--- src/rtl/dphy_clk_post_div.sv ---
module dphy_clk_post_div #(
  parameter int ODW  = 2,
  parameter int DIVW = 4
) (
  input  logic              clk,
  input  logic              rst_n,
  input  logic [ODW-1:0]    od_code,
  input  logic [2*DIVW-1:0] cfg0,
  input  logic [2*DIVW-1:0] cfg1,
  output logic              byte_ce,
  output logic              pix_ce
);
  localparam int OCW = (1 << ODW) - 1;
  localparam int ENB = 5;

  logic [OCW-1:0]  od_cnt, od_lim, od_nx;
  logic [DIVW-1:0] b_cnt, b_lim, b_nx;
  logic [DIVW-1:0] p_cnt, p_lim, p_nx;
  logic [2:0]      byte_cnt;
  logic [1:0]      post_cnt, sel_q;
  logic            half_q, en_q;
  logic            od_tick, bit_tick, half_tick, post_tick, byte_tick, tap, pix_tick;

  assign od_nx = OCW'(((OCW+1)'(1) << od_code) - 1'b1);
  assign b_nx  = (cfg0[DIVW-1:0] == '0) ? '0 : cfg0[DIVW-1:0] - 1'b1;
  assign p_nx  = (cfg0[2*DIVW-1:DIVW] == '0) ? '0 : cfg0[2*DIVW-1:DIVW] - 1'b1;

  assign od_tick   = (od_cnt == od_lim);
  assign bit_tick  = od_tick && (b_cnt == b_lim);
  assign half_tick = bit_tick && half_q;
  assign byte_tick = bit_tick && (byte_cnt == 3'd7);
  assign post_tick = od_tick && (post_cnt == 2'd3);

  always_comb begin
    case (sel_q)
      2'd0:    tap = bit_tick;
      2'd1:    tap = half_tick;
      2'd2:    tap = od_tick;
      default: tap = post_tick;
    endcase
  end

  assign pix_tick = tap && (p_cnt == p_lim);
  assign byte_ce  = en_q && byte_tick;
  assign pix_ce   = en_q && pix_tick;

  always_ff @(posedge clk or negedge rst_n) begin
    if (!rst_n) begin
      od_cnt <= '0;
      od_lim <= '0;
    end else if (od_tick) begin
      od_cnt <= '0;
      od_lim <= od_nx;
    end else begin
      od_cnt <= od_cnt + 1'b1;
    end
  end

  always_ff @(posedge clk or negedge rst_n) begin
    if (!rst_n) begin
      b_cnt <= '0;
      b_lim <= '0;
    end else if (bit_tick) begin
      b_cnt <= '0;
      b_lim <= b_nx;
    end else if (od_tick) begin
      b_cnt <= b_cnt + 1'b1;
    end
  end

  always_ff @(posedge clk or negedge rst_n) begin
    if (!rst_n) begin
      half_q   <= 1'b0;
      byte_cnt <= '0;
      post_cnt <= '0;
      en_q     <= 1'b0;
    end else begin
      if (bit_tick) begin
        half_q   <= ~half_q;
        byte_cnt <= byte_cnt + 1'b1;
      end
      if (od_tick) post_cnt <= post_cnt + 1'b1;
      en_q <= cfg1[ENB];
    end
  end

  always_ff @(posedge clk or negedge rst_n) begin
    if (!rst_n) begin
      p_cnt <= '0;
      p_lim <= '0;
      sel_q <= '0;
    end else if (pix_tick) begin
      p_cnt <= '0;
      p_lim <= p_nx;
      sel_q <= cfg1[1:0];
    end else if (tap) begin
      p_cnt <= p_cnt + 1'b1;
    end
  end

  a_r1_od_range: assert property (@(posedge clk) disable iff (!rst_n)
    od_cnt <= od_lim);
  a_r2_bit_range: assert property (@(posedge clk) disable iff (!rst_n)
    b_cnt <= b_lim);
  a_r3_byte_gap: assert property (@(posedge clk) disable iff (!rst_n)
    byte_ce |=> !byte_ce);
  a_r6_gate: assert property (@(posedge clk) disable iff (!rst_n)
    !cfg1[ENB] |=> (!byte_ce && !pix_ce));
  a_r7_hold: assert property (@(posedge clk) disable iff (!rst_n)
    !pix_tick |=> ($stable(sel_q) && $stable(p_lim)));
endmodule

--- config.mk ---
export PLATFORM = sky130hd
export DESIGN_NAME = dphy_clk_post_div
export DESIGN_NICKNAME = d
export VERILOG_FILES = /design/src/rtl/dphy_clk_post_div.sv
export SDC_FILE = /design/constraint.sdc
export NUM_CORES = 1
export LEC_CHECK = 0
export ABC_AREA = 0
export BUFFER_PORTS_ARGS = -buffer_cell sky130_fd_sc_hd__buf_2
export CORE_MARGIN = 5
export CORE_UTILIZATION = 40
export DETAILED_ROUTE_END_ITERATION = 16
export PLACE_DENSITY = 0.69
export SYNTH_ARGS = -nofsm -noshare
export SYNTH_HDL_FRONTEND = slang
export SYNTH_SLANG_ARGS = --single-unit
--- constraint.sdc ---
create_clock -name clk -period 2 [get_ports clk]
set_clock_uncertainty 0.1 [all_clocks]
set_input_delay 0.6 -clock clk [delete_from_list [all_inputs] [get_ports clk]]
set_output_delay 0.6 -clock clk [all_outputs]
set_load 0.1 [all_outputs]
==> metrics.txt <==
# TYPE chip_impl_metric gauge
chip_impl_metric{name="vdd_ir_drop_max",unit="mV"} 0.785
chip_impl_metric{name="stdcell_area",unit="sq um"} 2090
chip_impl_metric{name="detail-route-antenna-nets",unit=""} 0
chip_impl_metric{name="critPathMaxFanout",unit=""} 2
chip_impl_metric{name="clock_sinks",unit=""} 31
chip_impl_metric{name="post_synth.cell_area_avg",unit="sq um"} 11.5
chip_impl_metric{name="net_count_final",unit=""} 216
chip_impl_metric{name="relSlewSlack",unit="%"} 54.6
chip_impl_info{name="synth_top_cell_by_area",value="sky130_fd_sc_hd__dfrtp_1"} 1
chip_impl_metric{name="fin_hold_ws",unit="ns"} 0.254
chip_impl_metric{name="grt_pass1_vias",unit=""} 1231
chip_impl_metric{name="initial_utilization",unit="%"} 40.8
chip_impl_metric{name="fillers",unit=""} 350
chip_impl_metric{name="top_level_ports",unit=""} 22
chip_impl_metric{name="setup_slack",unit="ns"} -0.488
chip_impl_metric{name="reg2regPathDepth",unit=""} 8
chip_impl_metric{name="antenna_violations_before_repair",unit=""} 0
chip_impl_metric{name="multi_input_comb_area",unit="sq um"} 841
chip_impl_metric{name="power_frac_clock",unit="%"} 14.6
chip_impl_metric{name="flow.area_growth_from_synthesis",unit="%"} 29.9
chip_impl_metric{name="report.final.hold_viol_count",unit=""} 0
chip_impl_metric{name="internal_power",unit="W"} 0.00201
chip_impl_info{name="worst_hold_path_type",value="in2async"} 1
chip_impl_metric{name="via_count",unit=""} 1212
chip_impl_metric{name="net_count_after_synthesis",unit=""} 166
chip_impl_info{name="worstReg2RegStart",value="post_cnt[0]"} 1
chip_impl_info{name="run_status",value="finished, violations left"} 1
chip_impl_metric{name="max_freq",unit="MHz"} 402
chip_impl_info{name="layout.cells.most_common_list",value="sky130_fd_sc_hd__dfrtp_1, sky130_fd_sc_hd__buf_4, sky130_fd_sc_hd__nand2_1"} 1
chip_impl_info{name="cts_tree",value="done"} 1
chip_impl_metric{name="min_period",unit="ns"} 2.49
chip_impl_metric{name="pin_count_of_the_biggest_net_entering_global_routing",unit=""} 32
chip_impl_metric{name="n_antenna_cell",unit=""} 0
chip_impl_metric{name="proportion_of_layout_cells_with_a_drive_suffix_above_1",unit="%"} 38.2
chip_impl_metric{name="postLayoutCoreUtil",unit="%"} 53.1
chip_impl_metric{name="period_share",unit="%"} 124
chip_impl_metric{name="flip_flop_and_latch_count_after_synthesis",unit=""} 31
chip_impl_metric{name="netlist-cell-type-count",unit=""} 35
chip_impl_metric{name="total_leakage_power",unit="nW"} 1.03
chip_impl_metric{name="p_sw_share",unit="%"} 37.3
chip_impl_metric{name="number_of_buffers_between_clock_root_and_the_deepest_sink",unit=""} 2
chip_impl_metric{name="gp_routability_congestion",unit=""} 0.812
chip_impl_metric{name="detail_route.first_pass.iterations",unit=""} 4
chip_impl_metric{name="timing.final.max_slew_violations",unit=""} 0
chip_impl_metric{name="grt_pass1_wl",unit="microns"} 5440
chip_impl_metric{name="post_synthesis_instance_total",unit=""} 140
chip_impl_metric{name="final_cell_count_no_fill",unit=""} 241
chip_impl_info{name="end_kind",value="primary output"} 1
chip_impl_metric{name="post_drt_wl_per_cell",unit="microns"} 13.1
chip_impl_metric{name="row_count",unit=""} 23
chip_impl_metric{name="combinationalPowerShare",unit="%"} 51.6
chip_impl_metric{name="detail_route.drc_violations",unit=""} 0
chip_impl_metric{name="power.density_cell_area",unit="nW/um^2"} 1530
chip_impl_metric{name="numPortBuffers",unit=""} 16
chip_impl_info{name="path_class",value="reg2out"} 1
chip_impl_metric{name="core",unit="sq um"} 3940
chip_impl_metric{name="finalSetupTns",unit="ns"} -0.880
chip_impl_metric{name="detailed_place_hpwl",unit="microns"} 2410
chip_impl_metric{name="worstPathArrival",unit="ns"} 1.79
chip_impl_metric{name="post_dp_cell_area",unit="sq um"} 1980
chip_impl_metric{name="cts_made_buffers",unit=""} 5
chip_impl_metric{name="post_cts_hold_buffer_count",unit=""} 0
chip_impl_metric{name="grt_usage",unit="%"} 13.3
chip_impl_metric{name="ys.warnings.count",unit=""} 0
chip_impl_metric{name="die_height",unit="microns"} 73.5
chip_impl_metric{name="drt_iter0_markers",unit=""} 35
chip_impl_metric{name="clock_latency",unit="ns"} 0.28
chip_impl_metric{name="h-tree-depth",unit=""} 2
chip_impl_metric{name="die_w",unit="microns"} 73.5
chip_impl_metric{name="clkTransAtPathRegs",unit="ns"} 0.06
chip_impl_metric{name="dieArea",unit="sq um"} 5390
chip_impl_metric{name="detail_route.vias_per_cell",unit=""} 5.03
chip_impl_metric{name="timing.critical_path.required",unit="ns"} 1.30
chip_impl_info{name="cts_root_buf",value="sky130_fd_sc_hd__clkbuf_8"} 1
chip_impl_info{name="r2r_end",value="p_cnt[3]"} 1
chip_impl_info{name="layout_commonest_cell",value="sky130_fd_sc_hd__dfrtp_1"} 1
chip_impl_metric{name="power.share.sequential",unit="%"} 33.8
chip_impl_metric{name="total_switching_power",unit="W"} 0.00119
chip_impl_metric{name="timing.final.setup_violations",unit=""} 2
chip_impl_metric{name="worst_margin_slew",unit="ns"} 0.681
chip_impl_metric{name="post-place-cells",unit=""} 229
chip_impl_info{name="yosys-top-cells-area",value="sky130_fd_sc_hd__dfrtp_1, sky130_fd_sc_hd__mux2_2, sky130_fd_sc_hd__xor2_1, sky130_fd_sc_hd__ha_1, sky130_fd_sc_hd__nand2_1"} 1
chip_impl_metric{name="detail_route.wirelength",unit="microns"} 3170
chip_impl_metric{name="max_cap_viol_count",unit=""} 0
chip_impl_metric{name="synth_top_area_share",unit="%"} 48.2
chip_impl_metric{name="netlist_area",unit="sq um"} 1610
chip_impl_info{name="unrepaired_setup_endpoints_after_global_routing",value="true"} 1
chip_impl_info{name="start_kind",value="register"} 1
chip_impl_metric{name="reg2reg_setup_slack",unit="ns"} 0.08
chip_impl_info{name="startpoint",value="b_cnt[3]"} 1
chip_impl_info{name="violated_checks",value="negative setup slack"} 1
chip_impl_metric{name="grt-ovfl-total",unit=""} 0
chip_impl_metric{name="synth.yosys.seq_area_share",unit="%"} 48.2
chip_impl_metric{name="regArea",unit="sq um"} 776
layout make-up:
class / instances / share of cell area, %
Clock buffer: 7 / 3.65
Tap cell: 50 / 2.99
Sequential cell: 31 / 37.1
Clock inverter: 1 / 0.239
Multi-Input combinational cell: 105 / 40.2
Timing Repair Buffer: 44 / 15.3
Inverter: 3 / 0.538
synth_stat cells:
cell type and instances:
sky130_fd_sc_hd__a2111oi_4 1, sky130_fd_sc_hd__a211o_1 1, sky130_fd_sc_hd__a21o_1 2, sky130_fd_sc_hd__a21oi_1 1, sky130_fd_sc_hd__a22o_1 1, sky130_fd_sc_hd__a31oi_1 1
sky130_fd_sc_hd__and2_1 2, sky130_fd_sc_hd__and3_1 1, sky130_fd_sc_hd__and4bb_2 1, sky130_fd_sc_hd__buf_4 1, sky130_fd_sc_hd__dfrtp_1 31, sky130_fd_sc_hd__ha_1 6
sky130_fd_sc_hd__inv_1 3, sky130_fd_sc_hd__mux2_2 13, sky130_fd_sc_hd__mux2i_1 1, sky130_fd_sc_hd__nand2_1 16, sky130_fd_sc_hd__nand3_1 4, sky130_fd_sc_hd__nand3b_4 1
sky130_fd_sc_hd__nand4_1 1, sky130_fd_sc_hd__nor2_1 12, sky130_fd_sc_hd__nor2b_1 1, sky130_fd_sc_hd__nor3_1 2, sky130_fd_sc_hd__nor3_2 1, sky130_fd_sc_hd__nor4_1 1
sky130_fd_sc_hd__nor4_2 2, sky130_fd_sc_hd__nor4b_1 1, sky130_fd_sc_hd__nor4bb_1 1, sky130_fd_sc_hd__o21ai_0 5, sky130_fd_sc_hd__o21ai_1 1, sky130_fd_sc_hd__o221a_2 1
sky130_fd_sc_hd__o31a_1 2, sky130_fd_sc_hd__o32ai_1 1, sky130_fd_sc_hd__o41a_1 1, sky130_fd_sc_hd__xnor2_1 6, sky130_fd_sc_hd__xor2_1 14
power by group through the flow:
stage | logic (W) | registers, W | clock network [W]
CTS | 0.00165 | 0.00109 | 0.000482
global route | 0.00182 | 0.00111 | 0.000517
finish | 0.00165 | 0.00108 | 0.000467
floorplan | 0.000973 | 0.00111 | 0
detailed placement | 0.00159 | 0.00110 | 0
global placement | 0.00152 | 0.00108 | 0
per-stage QoR:
step	setup WS, ns	total power [W]
final	-0.488	0.00320
after global placement	-0.242	0.00261
after detailed placement	-0.264	0.00269
after floorplan	-0.464	0.00208
after global routing	-0.566	0.00345
after CTS	-0.506	0.00321
worst max-delay path by stage:
stage                     cells after the start  endpoint
after floorplan                               4    pix_ce
after global placement                        7    pix_ce
after detailed placement                      7    pix_ce
after CTS                                     5    pix_ce
after global routing                          7    pix_ce
final                                         5    pix_ce
cells by family after synthesis:
family / Yosys count / synth area share (%)
and+or+nand+nor: 47 / 16.1
buffers and inverters: 4 / 1.17
AOI/OAI and AO/OA: 18 / 9.32
adders and majority gates: 6 / 4.66
muxes: 14 / 9.71
DFF: 31 / 48.2
xor gates and xnor gates: 20 / 10.9
worst max-delay path, cell delays in order, from the launching register on:
cell,delay (ns)
sky130_fd_sc_hd__dfrtp_1,0.39
sky130_fd_sc_hd__xor2_1,0.18
sky130_fd_sc_hd__o41a_1,0.45
sky130_fd_sc_hd__nand3b_4,0.18
sky130_fd_sc_hd__nor2_4,0.13
sky130_fd_sc_hd__buf_12,0.18
repair_timing:
action,in CTS,in global routing
endpoints found under the setup margin,2,2
setup buffers,3,1
gates resized for setup,0,1
pin swaps,6,1
metal layers:
metal | part of all wire, % | global-route usage [%]
met1 | 42 | 16.0
met2 | 51 | 22.0
met3 | 5.4 | 4.65
met4 | 1.6 | 4.83
met5 | 0 | 0
state kept, by name, indices dropped and copies added, names as in the netlist:
signal	count
od_cnt	3
byte_cnt	3
half_q	1
p_cnt	4
b_cnt	4
od_lim	3
p_lim	4
sel_q	2
en_q	1
b_lim	4
post_cnt	2
Power figures use the tool's default switching activity.
